--- src/rtl/rsg_pkg.sv ---
package rsg_pkg;

  typedef enum logic [1:0] {
    CH_OFF  = 2'd0,
    CH_RUN  = 2'd1,
    CH_HOLD = 2'd2
  } chain_mode_e;

  localparam logic [2:0] CTL_RUN_CODE = 3'b010;

endpackage

--- src/rtl/rsg_mode_dec.sv ---
module rsg_mode_dec
  import rsg_pkg::*;
#(
  parameter int CTL_W = 3
) (
  input  logic [CTL_W-1:0] osc_ctl,
  output chain_mode_e      mode
);

  always_comb begin
    if (osc_ctl == CTL_W'(CTL_RUN_CODE)) begin
      mode = CH_RUN;
    end else if (osc_ctl[CTL_W-1:CTL_W-2] == 2'b11) begin
      mode = CH_HOLD;
    end else begin
      mode = CH_OFF;
    end
  end

endmodule

--- src/rtl/rsg_divider.sv ---
module rsg_divider
  import rsg_pkg::*;
#(
  parameter int STAGES = 15
) (
  input  logic              clk,
  input  logic              rst_sn,
  input  logic              tb_en,
  input  chain_mode_e       mode,
  output logic [STAGES-1:0] cnt_q,
  output logic [STAGES-1:0] cnt_nxt,
  output logic              step_go,
  output logic              sec_tick
);

  logic sec_d;

  always_comb begin
    step_go = (mode == CH_RUN) && tb_en;
    unique case (mode)
      CH_RUN:  cnt_nxt = step_go ? cnt_q + STAGES'(1) : cnt_q;
      CH_HOLD: cnt_nxt = '0;
      default: cnt_nxt = cnt_q;
    endcase
    sec_d = step_go && (&cnt_q);
  end

  always_ff @(posedge clk or negedge rst_sn) begin
    if (!rst_sn) begin
      cnt_q    <= '0;
      sec_tick <= 1'b0;
    end else begin
      cnt_q    <= cnt_nxt;
      sec_tick <= sec_d;
    end
  end

  AST_RUN_STEP_ADVANCES: assert property (@(posedge clk) disable iff (!rst_sn)
    (mode == CH_RUN && tb_en) |=> (cnt_q == $past(cnt_q) + STAGES'(1)));

  AST_HOLD_CLEARS_CHAIN: assert property (@(posedge clk) disable iff (!rst_sn)
    (mode == CH_HOLD) |=> (cnt_q == '0));

  AST_OFF_FREEZES_CHAIN: assert property (@(posedge clk) disable iff (!rst_sn)
    (mode == CH_OFF) |=> $stable(cnt_q));

  AST_SEC_SINGLE_CYCLE: assert property (@(posedge clk) disable iff (!rst_sn)
    sec_tick |=> !sec_tick);

endmodule

--- src/rtl/rsg_tap_sel.sv ---
module rsg_tap_sel
  import rsg_pkg::*;
#(
  parameter int STAGES       = 15,
  parameter int RS_W         = 4,
  parameter int FAST_RS_BASE = 3,
  parameter int ALT1_TAP     = 6,
  parameter int ALT2_TAP     = 7
) (
  input  logic              clk,
  input  logic              rst_sn,
  input  chain_mode_e       mode,
  input  logic              step_go,
  input  logic [STAGES-1:0] cnt_q,
  input  logic [STAGES-1:0] cnt_nxt,
  input  logic [RS_W-1:0]   rate_sel,
  input  logic              sqw_en,
  output logic              sqw_out,
  output logic              per_pulse
);

  localparam int K_W = $clog2(STAGES);

  logic [K_W-1:0]    tap_k;
  logic              tap_valid;
  logic [STAGES-1:0] low_mask;
  logic [STAGES-1:0] rise_pat;
  logic              tap_nxt;
  logic              sqw_d;
  logic              per_d;

  // Rate code to chain stage
  always_comb begin
    tap_valid = (rate_sel != '0);
    if (rate_sel == RS_W'(1)) begin
      tap_k = K_W'(ALT1_TAP);
    end else if (rate_sel == RS_W'(2)) begin
      tap_k = K_W'(ALT2_TAP);
    end else begin
      tap_k = K_W'(rate_sel) - K_W'(FAST_RS_BASE - 1);
    end
  end

  // Rising-edge pattern: stages below the tap all ones, the tap itself zero
  always_comb begin
    tap_nxt = 1'b0;
    for (int i = 0; i < STAGES; i++) begin
      low_mask[i] = (K_W'(i) <= tap_k);
      rise_pat[i] = (K_W'(i) <  tap_k);
      if (K_W'(i) == tap_k) begin
        tap_nxt = cnt_nxt[i];
      end
    end
    per_d = step_go && tap_valid && ((cnt_q & low_mask) == rise_pat);
    sqw_d = (mode == CH_RUN) && tap_valid && sqw_en && tap_nxt;
  end

  always_ff @(posedge clk or negedge rst_sn) begin
    if (!rst_sn) begin
      sqw_out   <= 1'b0;
      per_pulse <= 1'b0;
    end else begin
      sqw_out   <= sqw_d;
      per_pulse <= per_d;
    end
  end

  AST_PULSE_SINGLE_CYCLE: assert property (@(posedge clk) disable iff (!rst_sn)
    per_pulse |=> !per_pulse);

  AST_RATE_ZERO_QUIET: assert property (@(posedge clk) disable iff (!rst_sn)
    (rate_sel == '0) |=> (!sqw_out && !per_pulse));

  AST_SQW_GATED: assert property (@(posedge clk) disable iff (!rst_sn)
    !sqw_en |=> !sqw_out);

endmodule

--- src/rtl/rate_sqw_gen.sv ---
module rate_sqw_gen
  import rsg_pkg::*;
#(
  parameter int STAGES = 15,
  parameter int RS_W   = 4,
  parameter int CTL_W  = 3
) (
  input  logic             clk,
  input  logic             rst_n,
  input  logic             tb_en,
  input  logic [CTL_W-1:0] osc_ctl,
  input  logic [RS_W-1:0]  rate_sel,
  input  logic             sqw_en,
  output logic             sqw_out,
  output logic             per_pulse,
  output logic             sec_tick
);

  logic              rst_meta;
  logic              rst_sn;
  chain_mode_e       mode;
  logic [STAGES-1:0] cnt_q;
  logic [STAGES-1:0] cnt_nxt;
  logic              step_go;

  // Reset: asserted asynchronously, released on the clock
  always_ff @(posedge clk or negedge rst_n) begin
    if (!rst_n) begin
      rst_meta <= 1'b0;
      rst_sn   <= 1'b0;
    end else begin
      rst_meta <= 1'b1;
      rst_sn   <= rst_meta;
    end
  end

  rsg_mode_dec #(.CTL_W(CTL_W)) u_mode (
    .osc_ctl (osc_ctl),
    .mode    (mode)
  );

  rsg_divider #(.STAGES(STAGES)) u_div (
    .clk      (clk),
    .rst_sn   (rst_sn),
    .tb_en    (tb_en),
    .mode     (mode),
    .cnt_q    (cnt_q),
    .cnt_nxt  (cnt_nxt),
    .step_go  (step_go),
    .sec_tick (sec_tick)
  );

  rsg_tap_sel #(.STAGES(STAGES), .RS_W(RS_W)) u_tap (
    .clk       (clk),
    .rst_sn    (rst_sn),
    .mode      (mode),
    .step_go   (step_go),
    .cnt_q     (cnt_q),
    .cnt_nxt   (cnt_nxt),
    .rate_sel  (rate_sel),
    .sqw_en    (sqw_en),
    .sqw_out   (sqw_out),
    .per_pulse (per_pulse)
  );

  AST_IDLE_CHAIN_QUIET: assert property (@(posedge clk) disable iff (!rst_sn)
    (mode != CH_RUN) |=> (!sqw_out && !per_pulse && !sec_tick));

  always_comb begin
    if (!rst_n) begin
      AST_RESET_OUTPUTS_LOW: assert (!sqw_out && !per_pulse && !sec_tick);
    end
  end

endmodule

--- config.mk ---
export PLATFORM = sky130hd
export DESIGN_NAME = rate_sqw_gen
export DESIGN_NICKNAME = d
export VERILOG_FILES = /design/src/rtl/rsg_pkg.sv /design/src/rtl/rsg_mode_dec.sv /design/src/rtl/rsg_divider.sv /design/src/rtl/rsg_tap_sel.sv /design/src/rtl/rate_sqw_gen.sv
export SDC_FILE = /design/constraint.sdc
export NUM_CORES = 1
export LEC_CHECK = 0
export BUFFER_PORTS_ARGS = -buffer_cell sky130_fd_sc_hd__buf_2
export CAP_MARGIN = 10
export CORE_MARGIN = 8
export CORE_UTILIZATION = 45
export CTS_BUF_LIST = sky130_fd_sc_hd__clkbuf_8
export DETAILED_ROUTE_END_ITERATION = 10
export GPL_ROUTABILITY_DRIVEN = 0
export GPL_TIMING_DRIVEN = 0
export MAX_ROUTING_LAYER = met4
export PLACE_DENSITY = 0.65
export SYNTH_ARGS = -nofsm -noshare
export SYNTH_HDL_FRONTEND = slang
export SYNTH_SLANG_ARGS = --single-unit
--- constraint.sdc ---
create_clock -name clk -period 1.3 [get_ports clk]
set_input_delay 0.13 -clock clk [delete_from_list [all_inputs] [get_ports clk]]
set_output_delay 0.13 -clock clk [all_outputs]
set_load 0.05 [all_outputs]
==> results of run 1 <==
[state kept, by name, summed over array words and instances, names as in the netlist]
| signal | count |
|---|---|
| rst_meta | 1 |
| u_tap.per_pulse | 1 |
| rst_sn | 1 |
| u_div.sec_tick | 1 |
| u_div.cnt_q | 15 |
| u_tap.sqw_out | 1 |
[per-stage QoR]
stage          instance area, sq um  utilization, %
6_report                       2460            62.5
5_1_grt                        2460            62.5
3_5_place_dp                   2040            51.8
4_1_cts                        2290            58.1
3_3_place_gp                   2040            51.8
2_1_floorplan                  1930               -
[layout by cell type (no fill, tap or decap), types with 6 or more instances in the layout]
cell	count
dfrtp_2	7
a21oi_1	9
buf_2	13
nand2b_1	6
buf_4	17
nand2_1	15
o21ai_0	13
nor3_1	8
nor2_1	15
dfrtp_1	13
inv_1	9
[synth_stat cells (all sizes together), types with 2 or more instances]
cell | instances | area share [%]
o31a | 2 | 0.97
o31ai | 3 | 1.2
clkbuf | 4 | 0.83
nor2b | 3 | 1.0
o21a | 3 | 1.2
or4 | 5 | 2.3
a41oi | 3 | 1.5
nor4 | 4 | 1.7
nand2b | 6 | 2.1
nor4b | 2 | 1.3
nor3 | 11 | 3.3
o211ai | 3 | 1.2
mux2i | 4 | 2.2
xnor2 | 3 | 1.5
or2 | 4 | 1.4
inv | 11 | 2.3
dfrtp | 20 | 28
nand4 | 2 | 1.0
a21oi | 11 | 3.3
xor2 | 4 | 1.9
a2111oi | 3 | 1.5
a21boi | 3 | 1.2
nand3 | 5 | 1.4
o311ai | 4 | 1.9
nor3b | 3 | 1.2
ha | 2 | 1.4
and2 | 4 | 1.4
and3 | 6 | 2.1
a31oi | 5 | 1.7
a22oi | 4 | 1.7
buf | 8 | 2.5
or3 | 3 | 1.3
o21ai | 18 | 5.0
nand2 | 16 | 3.3
nor2 | 17 | 3.5
[power by group through the flow]
stage | clock network [mW] | logic (mW) | registers, mW
floorplan | 0 | 0.299 | 0.690
detailed placement | 0 | 0.403 | 0.699
global route | 0.534 | 0.614 | 0.684
finish | 0.501 | 0.565 | 0.677
CTS | 0.505 | 0.514 | 0.676
global placement | 0 | 0.402 | 0.699
[repair_timing]
| item | 4_1_cts | 5_1_grt |
|---|---|---|
| hold buffers | 1 | 0 |
| gates resized for setup | 26 | 32 |
| pin swaps | 18 | 16 |
| endpoints found under the setup margin | 15 | 15 |
| buffers inserted | 10 | 8 |
| gates cloned | 0 | 0 |
| endpoints found under the hold margin | 2 | 0 |
[cell type report]
type,instances,area [sq um]
fillers,335,1480
well taps,50,62.6
flip-flops and latches,20,509
clock buffers,4,55.1
repair buffers,30,221
inverters,11,46.3
plain buffers,11,92.6
multi-input cells,183,1480
[worst register-to-register path: cells and delay by family (launching register included)]
family | cells | cell delay, ns
AOI/OAI and AO/OA | 5 | 0.93
DFF | 1 | 0.42
and+or+nand+nor | 2 | 0.63
[logic make-up (layout without fill, tap and decap cells)]
family          Yosys count  after routing  share of synthesized area (%)
flops                    20             20                           27.7
other cells               1              1                          0.208
fa+ha+maj                 2              2                           1.39
mux                       4              4                           2.22
xor+xnor                  7              7                           3.40
compound gates           73             73                           28.2
buf+inv                  23             56                           5.62
simple gates             96             96                           31.2
[worst min-delay path by stage]
stage	start	to	depth (start not counted)
2_1_floorplan	rst_n	rst_meta$_DFF_PN0_	0
3_3_place_gp	rst_n	rst_meta$_DFF_PN0_	1
3_5_place_dp	rst_n	rst_meta$_DFF_PN0_	1
4_1_cts	rst_n	rst_meta$_DFF_PN0_	2
5_1_grt	rst_n	rst_sn$_DFF_PN0_	2
6_report	rst_n	rst_meta$_DFF_PN0_	2
[layer usage]
layer	up-vias	share of wire, %
met5	-	0
met2	74	49
met3	10	5.7
met4	0	1.6
met1	973	43
li1	927	-
==> impl_metrics.yaml, run 1 <==
status:
  status: "finished with violations"
  violations: "negative setup slack"
logic_synthesis:
  ys.flop_type: "dfrtp_1"
  ys_seq_area_share_pct: 27.7
  yosysWarnings: 0
  synth.distinct_cells: 64
  syn_nets: 239
  synth.cell_area_sq_mm: 0.00180
  ys_ff_latch: 20
  syn_area_per_cell_sq_um: 7.98
  synth_edf_count: 0
  synthCells: 226
  async_flop_share_pct: 100
critical_path:
  cpMostUsedCell: "o21ai_1"
  cp_data_arrival_time_ns: 2.24
  slowest_stage: "or3_4"
  crit_type: "reg2reg"
  path_cells: "nand4_4 > or3_4 > o21ai_1 > a31oi_2 > o31a_1 > a211oi_2 > o21ai_1"
  end_kind: "flop"
  crit_family: "compound AO/OA/AOI/OAI gates"
  reg2reg_from: "u_div.cnt_q[5]$_DFF_PN0_"
  cp-startpoint: "u_div.cnt_q[5]$_DFF_PN0_"
  rr_worst_depth: 7
  cp_num_cells: 7
  cp_data_required_time_ns: 1.45
  start_kind: "flop"
  critPathMaxStageDelay_ns: 0.45
  cp_max_fo: 6
  r2r_slack_ns: -0.79
  r2r_end: "u_tap.sqw_out$_DFF_PN0_"
  cp_num_buf_inv: 0
  critical_path.endpoint: "u_tap.sqw_out$_DFF_PN0_"
sta:
  worst_pin_slew_ns: 0.747
  fin_tns_setup_ns: -4.11
  final_hold_viol_count: 0
  period_share_pct: 161
  skew_ns: 0.00496
  slew_violations: 0
  whs_ns: 0.169
  setup_slack_ns: -0.789
  max_freq_mhz: 479
  period_needed_ns: 2.09
  max_slew_margin_pct: 50.2
  setup_viol: 14
  rsz0062_at_grt: "true"
global_route:
  grt_start_max_net_pins: 19
  grt_use_met3_pct: 2.82
  grt.busiest_layer: "met2"
  use_met1_pct: 24.7
  grtUsageTotal_pct: 18.5
  grt_overflow: 0
  grt_pass1_vias: 1841
  met2_usage_pct: 28.4
  grt_pass1_wl_um: 9180
  grt_antenna_before_repair: 0
detailed_routing:
  route.vias.total: 1984
  first_iter_violations: 164
  drt-total-wl_um: 5590
  post_drt_via_cell_ratio: 6.42
  drt-wirelength-per-cell_um: 18.1
  drc: 0
  ant_nets: 0
  drt_pass1_iterations: 5
power_and_ir_drop:
  swShare_pct: 33.1
  p_leak_nw: 0.995
  clkPwrFrac_pct: 28.8
  ir_drop_v: 0.000491
  power_mw: 1.74
  seqPwrFrac_pct: 38.8
  p_sw_uw: 577
  p_int_mw: 1.17
  comb_power_share_pct: 32.4
  power_density_mw_per_mm2: 708
floorplan:
  ios: 14
  die_w_um: 79.3
  rows: 23
  initial_core_util_pct: 45.8
  die_h_um: 79.3
  coreArea_sq_mm: 0.00394
  dieArea_sq_mm: 0.00629
clock_network:
  clock_sink_count: 20
  cts_max_path_buffers: 2
  cts_buffers: 3
  root_buffer: "clkbuf_8"
  cts_tree: "yes"
  cts.clk_slew.worst_paths_ns: 0.08
  h-tree-depth: 1
  worstSkewPairLatency_ns: 0.26
placed_design:
  dp_cells: 287
  port_buffers: 11
  pre_cts_ws_ns: -1.11
  post-dp-hpwl_um: 4040
run:
  max-cap-violations: 0
layout:
  drive_above_1_share_pct: 37.8
  syn_to_final_growth_pct: 36.5
  final_cells: 309
  nets: 273
  diodes: 0
min_path:
  hp-class: "in2async"
Power figures use the tool's default switching activity.
==> run 2: changes to the inputs <==
--- a/config.mk
+++ b/config.mk
@@ -17,4 +17,5 @@
 export PLACE_DENSITY = 0.65
 export SYNTH_ARGS = -nofsm -noshare
 export SYNTH_HDL_FRONTEND = slang
+export SYNTH_HIERARCHICAL = 1
 export SYNTH_SLANG_ARGS = --single-unit
==> impl_metrics.yaml, run 2 <==
status:
  status: "finished with violations"
  violations: "design-rule violations, negative setup slack"
sta:
  worst_pin_slew_ns: 0.749
  setup_viol: 15
  fin_tns_setup_ns: -6.20
  rsz0062_at_grt: "true"
  slew_violations: 0
  skew_ns: 0.00778
  max_freq_mhz: 400
  setup_slack_ns: -1.20
  final_hold_viol_count: 0
  period_share_pct: 192
  max_slew_margin_pct: 50.1
  period_needed_ns: 2.50
detailed_routing:
  drt-wirelength-per-cell_um: 20.4
  wl_met3_um: 695
  dr_wl_met2_um: 3340
  m1WireLength_um: 2650
  post_drt_via_cell_ratio: 6.58
  route.vias.total: 2296
  ant_nets: 0
  drt-total-wl_um: 7130
  drt_pass1_iterations: 11
  drc: 1
  top_layer: "met4"
  first_iter_violations: 375
logic_synthesis:
  synth-xor-area-share_pct: 6.59
  yosysWarnings: 6
  ys_seq_area_share_pct: 26.9
  yosysMostFrequentCell: "nand2_1"
  async_flop_share_pct: 100
  yosys-top-cells-count: "22 x nand2_1, 20 x a21oi_1, 20 x dfrtp_1"
  synth_compound_area_share_pct: 25.7
  syn_area_per_cell_sq_um: 7.99
  synth_edf_count: 0
  ys_ff_latch: 20
  synth-simple-area-share_pct: 31.2
  syn_nets: 247
  muxShareOfSynthArea_pct: 1.08
  synthCells: 233
  synth_area_leader_cell: "dfrtp_1"
  synth_top_area_share_pct: 26.9
  ys.flop_type: "dfrtp_1"
  synth_top_family_by_area: "simple AND/OR/NAND/NOR gates"
  synth-adder-area-share_pct: 2.02
  synth.cell_area_sq_mm: 0.00186
  synth_area_leaders: "dfrtp_1 27%, a21oi_1 5.4%, nand2_1 4.4%"
  synth.distinct_cells: 60
critical_path:
  crit_type: "reg2reg"
  cp_num_buf_inv: 1
  cp_num_cells: 10
  crit_family: "compound AO/OA/AOI/OAI gates"
  cp_data_required_time_ns: 1.45
  critPathMaxStageDelay_ns: 0.43
  cp-startpoint: "u_div/cnt_q[1]$_DFF_PN0_"
  start_kind: "flop"
  r2r_end: "u_tap/sqw_out$_DFF_PN0_"
  critical_path.endpoint: "u_tap/sqw_out$_DFF_PN0_"
  cp_max_fo: 5
  path_cells: "nand3_2 > or2_1 > buf_6 > o311ai_4 > o41ai_4 > a21oi_2 > mux2i_1 > a221oi_2 > a311o_1 > a21oi_2"
  r2r_slack_ns: -1.20
  rr_worst_depth: 10
  cp_data_arrival_time_ns: 2.65
  slowest_stage: "dfrtp_1"
  end_kind: "flop"
  reg2reg_from: "u_div/cnt_q[1]$_DFF_PN0_"
  cpMostUsedCell: "a21oi_2"
clock_network:
  cts_buffers: 3
  clock_sink_count: 20
  worstSkewPairLatency_ns: 0.26
  cts_tree: "yes"
  cts.clk_slew.worst_paths_ns: 0.08
  h-tree-depth: 1
  cts_max_path_buffers: 2
  root_buffer: "clkbuf_8"
floorplan:
  die_h_um: 80.3
  ios: 14
  dieArea_sq_mm: 0.00645
  initial_core_util_pct: 46.5
  rows: 23
  die_w_um: 80.3
  coreArea_sq_mm: 0.00400
layout:
  final_common_cell: "buf_4"
  fillers: 268
  multiInputGateArea_sq_mm: 0.00157
  largest_register: "u_div/cnt_q"
  most-common-layout-cells: "43 x buf_4, 21 x nand2_1, 15 x nor2_1"
  nets: 314
  seq_area_sq_um: 512
  largest_register_ffs: 15
  drive_above_1_share_pct: 48.8
  final_cells: 349
  diodes: 0
  syn_to_final_growth_pct: 54.1
power_and_ir_drop:
  power_density_mw_per_mm2: 618
  ir_drop_v: 0.000634
  comb_power_share_pct: 28.4
  p_leak_nw: 1.18
  p_int_mw: 1.26
  clkPwrFrac_pct: 35.4
  p_sw_uw: 513
  seqPwrFrac_pct: 36.1
  swShare_pct: 29.0
global_route:
  grt_antenna_before_repair: 0
  grt_overflow: 0
  grt_pass1_vias: 2153
  grt_pass1_wl_um: 10400
  grtUsageTotal_pct: 20.9
  grt_start_max_net_pins: 19
placed_design:
  port_buffers: 13
  post-dp-hpwl_um: 3970
  dp_cells: 296
run:
  max-cap-violations: 0
min_path:
  hp-class: "in2async"
[run 2: cell count changes in the layout (fill, tap and decap cells not counted), sizes merged, moves of 4 or more]
cell	before	now
nand2b	6	2
nand2	16	22
clkbuf	8	4
nor3	11	5
a21oi	11	20
inv	11	7
xnor2	3	8
nand3	5	9
buf	36	74
and3	6	2
[run 2: per-layer routing]
metal / GRT usage, % / up-vias
met4: 10.9 / 0
met3: 5.69 / 62
met5: - / -
met1: 24.1 / 1046
met2: 32.3 / 186
li1: - / 1002
[run 2: cells by family after synthesis]
| kind of cell | Yosys count |
|---|---|
| flops | 20 |
| fa+ha+maj | 3 |
| other cells | 1 |
| mux | 2 |
| xor+xnor | 11 |
| compound gates | 71 |
| simple gates | 103 |
| buf+inv | 22 |
[run 2: per-stage QoR]
step	power, mW	worst slack, ns	util (%)	hold WS [ns]	cell area (sq um)
global placement	1.04	-1.51	52.0	-0.0846	2080
floorplan	0.940	-1.18	-	-0.166	1950
global route	1.84	-1.26	71.7	0.180	2870
detailed placement	1.04	-1.51	52.0	-0.0826	2080
finish	1.77	-1.20	71.7	0.165	2870
CTS	1.72	-1.09	64.7	0.162	2590
[run 2: how the worst min path moves through the flow]
stage / cells after the start / start / endpoint
global route: 2 / rst_n / rst_meta$_DFF_PN0_
floorplan: 0 / rst_n / rst_meta$_DFF_PN0_
CTS: 2 / rst_n / rst_meta$_DFF_PN0_
finish: 2 / rst_n / rst_meta$_DFF_PN0_
global placement: 1 / rst_n / rst_meta$_DFF_PN0_
detailed placement: 1 / rst_n / rst_meta$_DFF_PN0_
[run 2: area by class of cell]
type | instances | area share (%)
multi-input cells | 191 | 54.6
repair buffers | 64 | 17.9
flip-flops and latches | 20 | 17.9
plain buffers | 12 | 3.67
well taps | 50 | 2.18
clock buffers | 3 | 1.44
inverters | 8 | 1.27
clock inverters | 1 | 1.05
[run 2: repair_timing]
item | 4_1_cts | 5_1_grt
hold buffers | 1 | 0
setup buffers | 38 | 12
endpoints found under the setup margin | 14 | 16
pin swaps | 21 | 20
resized for setup | 44 | 41
gates cloned | 0 | 0
endpoints found under the hold margin | 2 | 0
[run 2: power groups by stage]
stage	Clock [mW]	Combinational (mW)	Sequential (mW)
after global placement	0	0.390	0.653
final	0.628	0.504	0.640
after global routing	0.670	0.531	0.643
after CTS	0.639	0.440	0.640
after floorplan	0	0.289	0.650
after detailed placement	0	0.385	0.653
==> run 3: changes to the inputs <==
==> constraint.sdc (replaced) <==
create_clock -name clk -period 3.25 [get_ports clk]
set_input_delay 0.325 -clock clk [delete_from_list [all_inputs] [get_ports clk]]
set_output_delay 0.325 -clock clk [all_outputs]
set_load 0.05 [all_outputs]
==> impl_metrics.yaml, run 3 (synthesis results as in run 2) <==
layout:
  nets: 266
  diodes: 0
  syn_to_final_growth_pct: 11.2
  largest_register: "u_div/cnt_q"
  final_common_cell: "nand2_1"
  drive_above_1_share_pct: 17.1
  fillers: 393
  most-common-layout-cells: "22 x nand2_1, 20 x buf_2, 20 x dfrtp_1, 20 x a21oi_1, 17 x nor2_1"
  largest_register_ffs: 15
clock_network:
  h-tree-depth: 1
  clock_sink_count: 20
  root_buffer: "clkbuf_8"
  cts_tree: "yes"
  cts.clk_slew.worst_paths_ns: 0.08
  cts_buffers: 3
  worstSkewPairLatency_ns: 0.26
  cts_setup_buffers: 0
  cts_max_path_buffers: 2
critical_path:
  cp_max_fo: 7
  end_kind: "flop"
  cp_data_arrival_time_ns: 3.12
  cp_data_required_time_ns: 3.42
  crit_type: "in2reg"
  start_kind: "input pin"
power_and_ir_drop:
  power_density_mw_per_mm2: 314
  ir_drop_v: 0.000129
  p_leak_nw: 0.807
detailed_routing:
  drt-wirelength-per-cell_um: 17.4
  ant_nets: 0
  drt-total-wl_um: 5250
  post_drt_via_cell_ratio: 6.28
  route.vias.total: 1891
  drc: 0
  drt_pass1_iterations: 4
  first_iter_violations: 147
global_route:
  grt_start_max_net_pins: 19
  use_met1_pct: 24.0
  grt_pass1_vias: 1738
  grt_overflow: 0
  met2_usage_pct: 23.8
  grt_antenna_before_repair: 0
  grt.busiest_layer: "met1"
  grtUsageTotal_pct: 17.7
  grt_pass1_wl_um: 8710
  grt_use_met3_pct: 3.13
floorplan:
  die_h_um: 80.3
  die_w_um: 80.3
  ios: 14
  coreArea_sq_mm: 0.00400
  rows: 23
  initial_core_util_pct: 46.5
  dieArea_sq_mm: 0.00645
placed_design:
  post-dp-hpwl_um: 4000
  port_buffers: 13
  pre_cts_ws_ns: 0.0324
sta:
  fin_tns_setup_ns: 0
  period_share_pct: 90.7
  max_slew_margin_pct: 50.4
  slew_violations: 0
  setup_slack_ns: 0.302
  skew_ns: 0.00514
  max_freq_mhz: 339
  rsz0062_at_grt: "false"
  setup_viol: 0
  final_hold_viol_count: 0
  period_needed_ns: 2.95
  worst_pin_slew_ns: 0.744
run:
  max-cap-violations: 0
min_path:
  hp-class: "reg2async"
status:
  status: "completed"
## run 3: cell type report
| class | count | area (sq um) | share of cell area, % |
|---|---|---|---|
| Clock inverter | 1 | 30.0 | 1.45 |
| Inverter | 8 | 30.0 | 1.45 |
| Sequential cell | 20 | 500 | 24.2 |
| Tap cell | 50 | 62.6 | 3.02 |
| Timing Repair Buffer | 14 | 75.1 | 3.63 |
| Multi-Input combinational cell | 191 | 1240 | 60.0 |
| Clock buffer | 3 | 41.3 | 2.00 |
| Buffer | 14 | 87.6 | 4.23 |
## run 3: critical path: stages
cell	delay, ns
buf_2	0.10
nor3b_2	0.20
ha_1	0.32
nand3b_4	0.22
or2_1	0.26
buf_6	0.13
or4_1	0.46
a21oi_1	0.23
a22oi_1	0.10
mux2i_1	0.15
a221oi_1	0.11
a311o_1	0.34
a21oi_1	0.16
## run 3: path summary, 6_finish.rpt
path	start	endpoint	slack (ns)	cells past startpoint
min reg2reg	rst_sn$_DFF_PN0_	u_div/sec_tick$_DFF_PN0_	0.31	0
max reg2reg	u_div/cnt_q[2]$_DFF_PN0_	u_tap/sqw_out$_DFF_PN0_	0.56	10
max in group asynchronous	rst_sn$_DFF_PN0_	u_tap/sqw_out$_DFF_PN0_	2.47	0
min in group clk	rst_meta$_DFF_PN0_	rst_sn$_DFF_PN0_	0.36	0
min	rst_sn$_DFF_PN0_	u_div/sec_tick$_DFF_PN0_	0.31	0
max	osc_ctl[0]	u_tap/sqw_out$_DFF_PN0_	0.30	13
## run 3: stage by stage
| stage | cell area [sq um] | hold slack (ns) | std cells | power (mW) | utilization, % |
|---|---|---|---|---|---|
| detailed placement | 1990 | 0.116 | 296 | 0.403 | 49.7 |
| global route | 2070 | 0.372 | 301 | 0.684 | 51.7 |
| floorplan | 1860 | 0.0294 | 233 | 0.364 | - |
| finish | 2070 | 0.311 | 301 | 0.649 | 51.7 |
| CTS | 2070 | 0.355 | 301 | 0.656 | 51.7 |
| global placement | 1990 | 0.110 | 296 | 0.403 | 49.7 |
## run 3: what timing repair did
item                       CTS  global route
gates resized for setup      0             0
setup endpoints to repair    0             0
hold buffers                 1             0
hold endpoints to repair     2             0
## run 3: routing by layer
layer	up-vias	part of all wire [%]
met5	-	0
met4	0	3.4
met3	17	9.2
met2	90	43
met1	881	45
li1	903	-
## run 3: power by group
part / switching [mW] / leakage (nW) / total (mW) / internal [mW]
Clock: 0.0840 / 0.0357 / 0.248 / 0.164
Sequential: 0.00568 / 0.275 / 0.256 / 0.251
Combinational: 0.0890 / 0.496 / 0.145 / 0.0558
